[config.mk]
export PLATFORM = sky130hd
export DESIGN_NAME = sar_ddac_ctrl
export DESIGN_NICKNAME = d
export VERILOG_FILES = /design/src/rtl/sar_pkg.sv /design/src/rtl/sar_seq.sv /design/src/rtl/sar_code_reg.sv /design/src/rtl/sar_out.sv /design/src/rtl/sar_ddac_ctrl.sv
export SDC_FILE = /design/constraint.sdc
export NUM_CORES = 1
export LEC_CHECK = 0
export ABC_CLOCK_PERIOD_IN_PS = 2930
export BUFFER_PORTS_ARGS = -buffer_cell sky130_fd_sc_hd__buf_2
export CORE_MARGIN = 2
export CORE_UTILIZATION = 56
export DETAILED_ROUTE_END_ITERATION = 12
export PLACE_DENSITY_LB_ADDON = 0.3
export SLEW_MARGIN = 30
export SYNTH_ARGS = -nofsm -noshare
export SYNTH_HDL_FRONTEND = slang
export SYNTH_SLANG_ARGS = --single-unit
export TNS_END_PERCENT = 20
[constraint.sdc]
create_clock -name clk -period 2.93 [get_ports clk]
set_input_delay 0.1465 -clock clk [delete_from_list [all_inputs] [get_ports clk]]
set_output_delay 0.1465 -clock clk [all_outputs]
set_load 0.02 [all_outputs]
[src/rtl/sar_pkg.sv]
package sar_pkg;
  typedef enum logic [1:0] {
    ST_IDLE   = 2'd0,
    ST_SETTLE = 2'd1,
    ST_DECIDE = 2'd2
  } sar_state_t;
endpackage

[src/rtl/sar_seq.sv]
module sar_seq #(
  parameter int CODE_W = 8
) (
  input  logic              clk,
  input  logic              rst_n,
  input  logic              start,
  output logic              accept,
  output logic              settle,
  output logic              decide_ev,
  output logic              last_ev,
  output logic [CODE_W-1:0] trial_mask
);
  import sar_pkg::*;
  localparam int IDX_W = (CODE_W > 1) ? $clog2(CODE_W) : 1;
  localparam logic [IDX_W-1:0] TOP_IDX = IDX_W'(CODE_W - 1);

  function automatic logic [CODE_W-1:0] mask_of(input logic [IDX_W-1:0] i);
    logic [CODE_W-1:0] m;
    m = '0;
    m[i] = 1'b1;
    return m;
  endfunction

  sar_state_t       st;
  logic [IDX_W-1:0] idx;

  assign accept     = start && (st == ST_IDLE);
  assign settle     = (st == ST_SETTLE);
  assign decide_ev  = (st == ST_DECIDE);
  assign last_ev    = decide_ev && (idx == '0);
  assign trial_mask = mask_of(idx);

  always_ff @(posedge clk) begin
    if (!rst_n) begin
      st  <= ST_IDLE;
      idx <= '0;
    end else begin
      case (st)
        ST_IDLE: if (accept) begin
          st  <= ST_SETTLE;
          idx <= TOP_IDX;
        end
        ST_SETTLE: st <= ST_DECIDE;
        ST_DECIDE: if (idx == '0) begin
          st <= ST_IDLE;
        end else begin
          idx <= idx - 1'b1;
          st  <= ST_SETTLE;
        end
        default: st <= ST_IDLE;
      endcase
    end
  end
endmodule

[src/rtl/sar_code_reg.sv]
module sar_code_reg #(
  parameter int CODE_W = 8
) (
  input  logic              clk,
  input  logic              rst_n,
  input  logic              accept,
  input  logic              decide_ev,
  input  logic              last_ev,
  input  logic              cmp_above,
  input  logic [CODE_W-1:0] trial_mask,
  output logic [CODE_W-1:0] code,
  output logic [CODE_W-1:0] resolved
);
  localparam logic [CODE_W-1:0] MSB_ONLY = {1'b1, {(CODE_W-1){1'b0}}};

  // Output above reference means D is still too small: keep the trial bit.
  function automatic logic [CODE_W-1:0] decide_bit(
    input logic [CODE_W-1:0] c, input logic [CODE_W-1:0] m, input logic above);
    return above ? c : (c & ~m);
  endfunction

  function automatic logic [CODE_W-1:0] next_trial(
    input logic [CODE_W-1:0] c, input logic [CODE_W-1:0] m, input logic fin);
    return fin ? c : (c | (m >> 1));
  endfunction

  assign resolved = decide_bit(code, trial_mask, cmp_above);

  always_ff @(posedge clk) begin
    if (!rst_n)          code <= '0;
    else if (accept)     code <= MSB_ONLY;
    else if (decide_ev)  code <= next_trial(resolved, trial_mask, last_ev);
  end
endmodule

[src/rtl/sar_out.sv]
module sar_out #(
  parameter int CODE_W = 8
) (
  input  logic              clk,
  input  logic              rst_n,
  input  logic              last_ev,
  input  logic [CODE_W-1:0] resolved,
  output logic              done,
  output logic [CODE_W-1:0] result
);
  always_ff @(posedge clk) begin
    if (!rst_n) begin
      done   <= 1'b0;
      result <= '0;
    end else begin
      done <= last_ev;
      if (last_ev) result <= resolved;
    end
  end
endmodule

[src/rtl/sar_ddac_ctrl.sv]
module sar_ddac_ctrl #(
  parameter int CODE_W = 8
) (
  input  logic              clk,
  input  logic              rst_n,
  input  logic              start,
  input  logic              cmp_above,
  output logic [CODE_W-1:0] dac_code,
  output logic              done,
  output logic [CODE_W-1:0] result
);
  logic              accept;
  logic              settle;
  logic              decide_ev;
  logic              last_ev;
  logic [CODE_W-1:0] trial_mask;
  logic [CODE_W-1:0] resolved;

  sar_seq #(.CODE_W(CODE_W)) u_seq (
    .clk(clk), .rst_n(rst_n), .start(start), .accept(accept),
    .settle(settle), .decide_ev(decide_ev), .last_ev(last_ev),
    .trial_mask(trial_mask)
  );

  sar_code_reg #(.CODE_W(CODE_W)) u_code (
    .clk(clk), .rst_n(rst_n), .accept(accept), .decide_ev(decide_ev),
    .last_ev(last_ev), .cmp_above(cmp_above), .trial_mask(trial_mask),
    .code(dac_code), .resolved(resolved)
  );

  sar_out #(.CODE_W(CODE_W)) u_out (
    .clk(clk), .rst_n(rst_n), .last_ev(last_ev), .resolved(resolved),
    .done(done), .result(result)
  );
endmodule

After elaboration in Yosys (flattened, before gate mapping)
Cells that the tools add are included.

Bits in registers: 22. Latch bits: 0. Bits in writable memories: 0. ROM bits: 0. Output and inout port bits: 17. Memories kept: 0.

$add $sub $neg: 1. Multipliers: 0. Divide/modulo/power cells: 0. Magnitude comparators: 2. Equal/unequal tests: 4. Shift operators: 0. Muxes and demuxes: 12. Bitwise operators: 4. Reduce and logical (&&, ||, !) cells: 9.

Operator list (number): 2-to-1 mux 8 bit (4); bitwise AND 8 bit (1); NOT 8 bit (1); OR 8 x 7 -> 8 bit (1); 2-to-1 mux 3 bit (2); one-hot mux 2 bit (3 select lines) (1); one-hot mux 3 bit (2 select lines) (1); < comparator 3 x 4 -> 1 bit (second input constant) (1); != test 2 bit (second input constant) (2); nonzero test 2 bit (2); demux 1 bit (select 3 bit) (1); >= comparator 3 x 1 -> 1 bit (second input constant) (1); logical AND 1 bit (3); logical NOT 3 bit (1); AND reduction 3 bit (1); subtractor 3 x 1 -> 3 bit (second input constant) (1); == test 2 x 1 -> 1 bit (second input constant) (1); == test 2 bit (second input constant) (1); logical NOT 2 bit (1); 2-to-1 mux 1 bit (2); 2-to-1 mux 2 bit (1); OR reduction 2 bit (1); NOT 1 bit (1).

Longest topological paths before layout
Depth after elaboration: 11. Depth in mapped cells: 7. Mapped depth without buffers: 5.

Hierarchy
From an unflattened synthesis, not the netlist that was laid out.

Cells, all modules: 120. Area, all modules: 1089.8 µm².

Modules (own cells, without submodules): sar_code_reg (instances 1, cells each 55, area an instance 434.2 µm²); sar_out (instances 1, cells each 27, area an instance 329.1 µm²); sar_seq (instances 1, cells each 38, area an instance 326.6 µm²).

Worst setup path before layout
Ideal clock, no wire load.

Path kind: flip-flop to flip-flop. From: register u_seq.idx[0]. To: register u_seq.idx[1]. Data arrival time: 1.424 ns. Setup slack: 1.432 ns. Stages on the path, launching flop included: 7. Path buffers: 1. Cells stage by stage: dfxtp_1 buf_6 inv_1 ha_1 and2b_2 or3_1 a31oi_1.

Word-level cells in the longest chain between the ends: 3.

Ends and longest elaborated chain: from (decl) (line sar_seq.sv:25) `logic [IDX_W-1:0] idx;`; from (signal assigned) (line sar_seq.sv:47) `idx <= idx - 1'b1;`; subtractor 3 x 1 -> 3 bit or logical NOT 3 bit (tied branches) (line sar_seq.sv:47, sar_seq.sv:44); 2-to-1 mux 3 bit or != test 2 bit (tied branches); one-hot mux 3 bit (2 select lines) or AND reduction 3 bit (tied branches).

Parallel ways exist; a longest one is shown, timed or not. The select of a mux whose other input is x is not followed. A chain may end at the register's enable or synchronous reset.

Worst setup path in the final report
Ends and elaborated chain as after synthesis.

==> reports/metrics.yaml <==
synth:
  synthSimpleGateAreaFrac_pct: 26.2
  synth_cells: 119
  synth_mux_area_share_pct: 0.957
  synth_compound_area_share_pct: 20.7
  ys_seq_area_share_pct: 42.1
  syn_area_per_cell_um2: 8.79
  syn_nets: 125
  synth_top_family_by_area: "simple AND/OR/NAND/NOR gates"
  synth_fa_ha_area_share_pct: 2.39
  ys.flop_type: "dfxtp_1"
  ys_ff_latch: 22
  async_reset_ff_share_pct: 0
  synth_common_cells: "dfxtp_1, a21oi_1, nand2_1, o21ai_0, inv_1"
  synth_top_area_share_pct: 42.1
  synth_edf_count: 0
  synthTopCellsByArea: "dfxtp_1, a21oi_1, nand2_1, buf_6, o21ai_0"
  netlist_area_mm2: 0.00105
  synth_xor_xnor_area_share_pct: 0
  ys_types: 39
  post-synth-top-count-cell: "dfxtp_1"
  yosys.area.top_type: "dfxtp_1"
  yosysWarnings: 0
clocking:
  clkLatencyLatePin_ps: 310
  ctsLongestPathBuffers: 2
  cts_num_sinks: 22
  cts_setup_buffers: 0
  ctsHoldBuffers: 0
  cts_tree: "built"
  cts_buffers: 3
  ctsResizeCount: 0
  cts_root_buffer: "clkbuf_4"
  htreeDepth: 1
  cts.clk_slew.worst_paths_ps: 120
timing:
  period_needed_ps: 1820
  whs_ps: 85.2
  hold_viol: 0
  setup_tns_ps: 0
  relSlewSlack_pct: 70.4
  fin_skew_ps: 4.36
  period_share_pct: 62.2
  tightest_slew_ps: 442
  slew_viol_final: 0
  setup_viol: 0
  max_clock_freq_ghz: 0.549
  grt_setup_unrepaired: "no"
  setup_ws_ps: 1110
global_route:
  antenna_found_initial: 0
  grt_pass1_vias: 803
  grt_max_degree: 15
  grt_pass1_wl_um: 3390
  globalRouteOverflowTotal: 0
  grt_util_all_layers_pct: 21.5
routing:
  drtPass1Iterations: 4
  via_count: 947
  via_per_inst: 5.92
  drtIter0Drc: 25
  drc_errors: 0
  ant_nets: 0
  finalWirelength_um: 2210
  wl_per_cell_um: 13.8
finish:
  finalInstanceArea_mm2: 0.00117
  area_delta_synth_final_pct: 11.7
  fin_nets: 142
  drive_gt1_share_pct: 25.2
  final_util_pct: 67.0
  antenna_cells: 0
  n_fill_cell: 160
critical_path:
  critPathCaptureType: "flip-flop"
  critPathMaxFanout: 14
  crit_arrival_ps: 2070
  critPathKind: "flip-flop to flip-flop"
  worst_ep_required_time_ps: 3180
  startpoint_type: "flip-flop"
  r2r_slack_ps: 1110
power_and_ir_drop:
  p_leak_nw: 0.464
  vdd_drop_max_v: 0.000379
  power_density_mw_per_mm2: 543
die:
  rows: 15
  die_h_um: 47.2
  ioPinCount: 21
  die-area_mm2: 0.00223
  initial_core_util_pct: 59.9
  core_mm2: 0.00175
  die_x_um: 47.2
place:
  dp_worst_setup_slack_ps: 1180
  gp_congestion: 0.882
  dpl_cell_area_mm2: 0.00112
  portBuffers: 20
  dp_hpwl_um: 1510
worst_hold_path:
  hold_class: "input pin to flip-flop"
flow_run:
  cap_viol_max_count: 0
run_status:
  status: "complete, no violations"
## cells in the final DEF, fill, tap and decap left out
master	count
dfxtp_1	22
mux2i_1	1
bufinv_16	1
nand2b_1	4
or3_1	2
nand2_2	1
or4_1	1
or2_2	1
o211ai_1	2
a31oi_1	2
o21ai_1	1
o31ai_1	1
and2b_2	1
a211oi_1	1
and2b_1	2
clkbuf_4	3
nand4b_1	1
nand4bb_1	1
nand2b_2	2
o21ai_0	6
nor2_1	4
o311ai_0	1
nand2_1	14
buf_2	20
nor3b_1	1
a2bb2oi_1	2
nand4_1	2
o21ba_2	1
or3b_2	1
o41ai_1	1
nand3_1	4
inv_1	5
a21oi_1	17
or4b_4	1
and4bb_2	1
ha_1	2
a32oi_1	1
or4bb_2	1
## sequential cells by signal, indices dropped and copies added (netlist names)
signal        count
u_seq.idx         3
u_out.result      8
u_seq.st          2
u_out.done        1
u_code.code       8
## layout make-up
type | instances | area, um2 | area share, %
inverters | 5 | 18.8 | 1.61
clock inverters | 1 | 30.0 | 2.57
flip-flops and latches | 22 | 440 | 37.7
clock buffers | 3 | 22.5 | 1.93
repair buffers | 20 | 100 | 8.57
well taps | 25 | 31.3 | 2.68
multi-input cells | 84 | 526 | 45.0
## through the flow
stage	power, mW	std cells
after CTS	0.632	160
after detailed placement	0.405	156
final	0.635	160
after global routing	0.657	160
after floorplan	0.395	119
after global placement	0.402	156
## where the power goes
part | leakage [nW] | switching [mW] | total, mW | internal, mW
Sequential | 0.179 | 0.0191 | 0.327 | 0.308
Clock | 0.0279 | 0.0952 | 0.234 | 0.138
Combinational | 0.258 | 0.0427 | 0.0744 | 0.0317
Total | 0.464 | 0.157 | 0.635 | 0.478
## cell families (layout without fill, tap and decap cells)
group / after synthesis / in the layout
AOI/OAI and AO/OA: 36 / 36
adders and majority gates: 2 / 2
buffers and inverters: 13 / 29
DFF: 22 / 22
muxes: 1 / 1
and+or+nand+nor: 45 / 45
## worst max-delay path, cell delays in order, from the launching register on
cell and delay (ps):
dfxtp_1 580, inv_1 160, ha_1 280, and2b_2 250
or3_1 330, a31oi_1 160
## worst paths after layout
check / start / to / cells after the start
worst max register to register: u_seq.idx[0]$_SDFFE_PN0P_ / u_seq.idx[1]$_SDFFE_PN0P_ / 5
worst max-delay path: u_seq.idx[0]$_SDFFE_PN0P_ / u_seq.idx[1]$_SDFFE_PN0P_ / 5
worst min register to register: u_out.result[7]$_SDFFE_PN0P_ / u_out.result[7]$_SDFFE_PN0P_ / 2
worst min-delay path: rst_n / u_seq.st[0]$_SDFFE_PN0P_ / 3
## metal layers
metal	global-route usage, %	wire (um)
met1	27.8	935
met2	33.8	1090
met3	3.46	157
met4	12.2	27
met5	0	0
(Power assumes the default switching activity.)
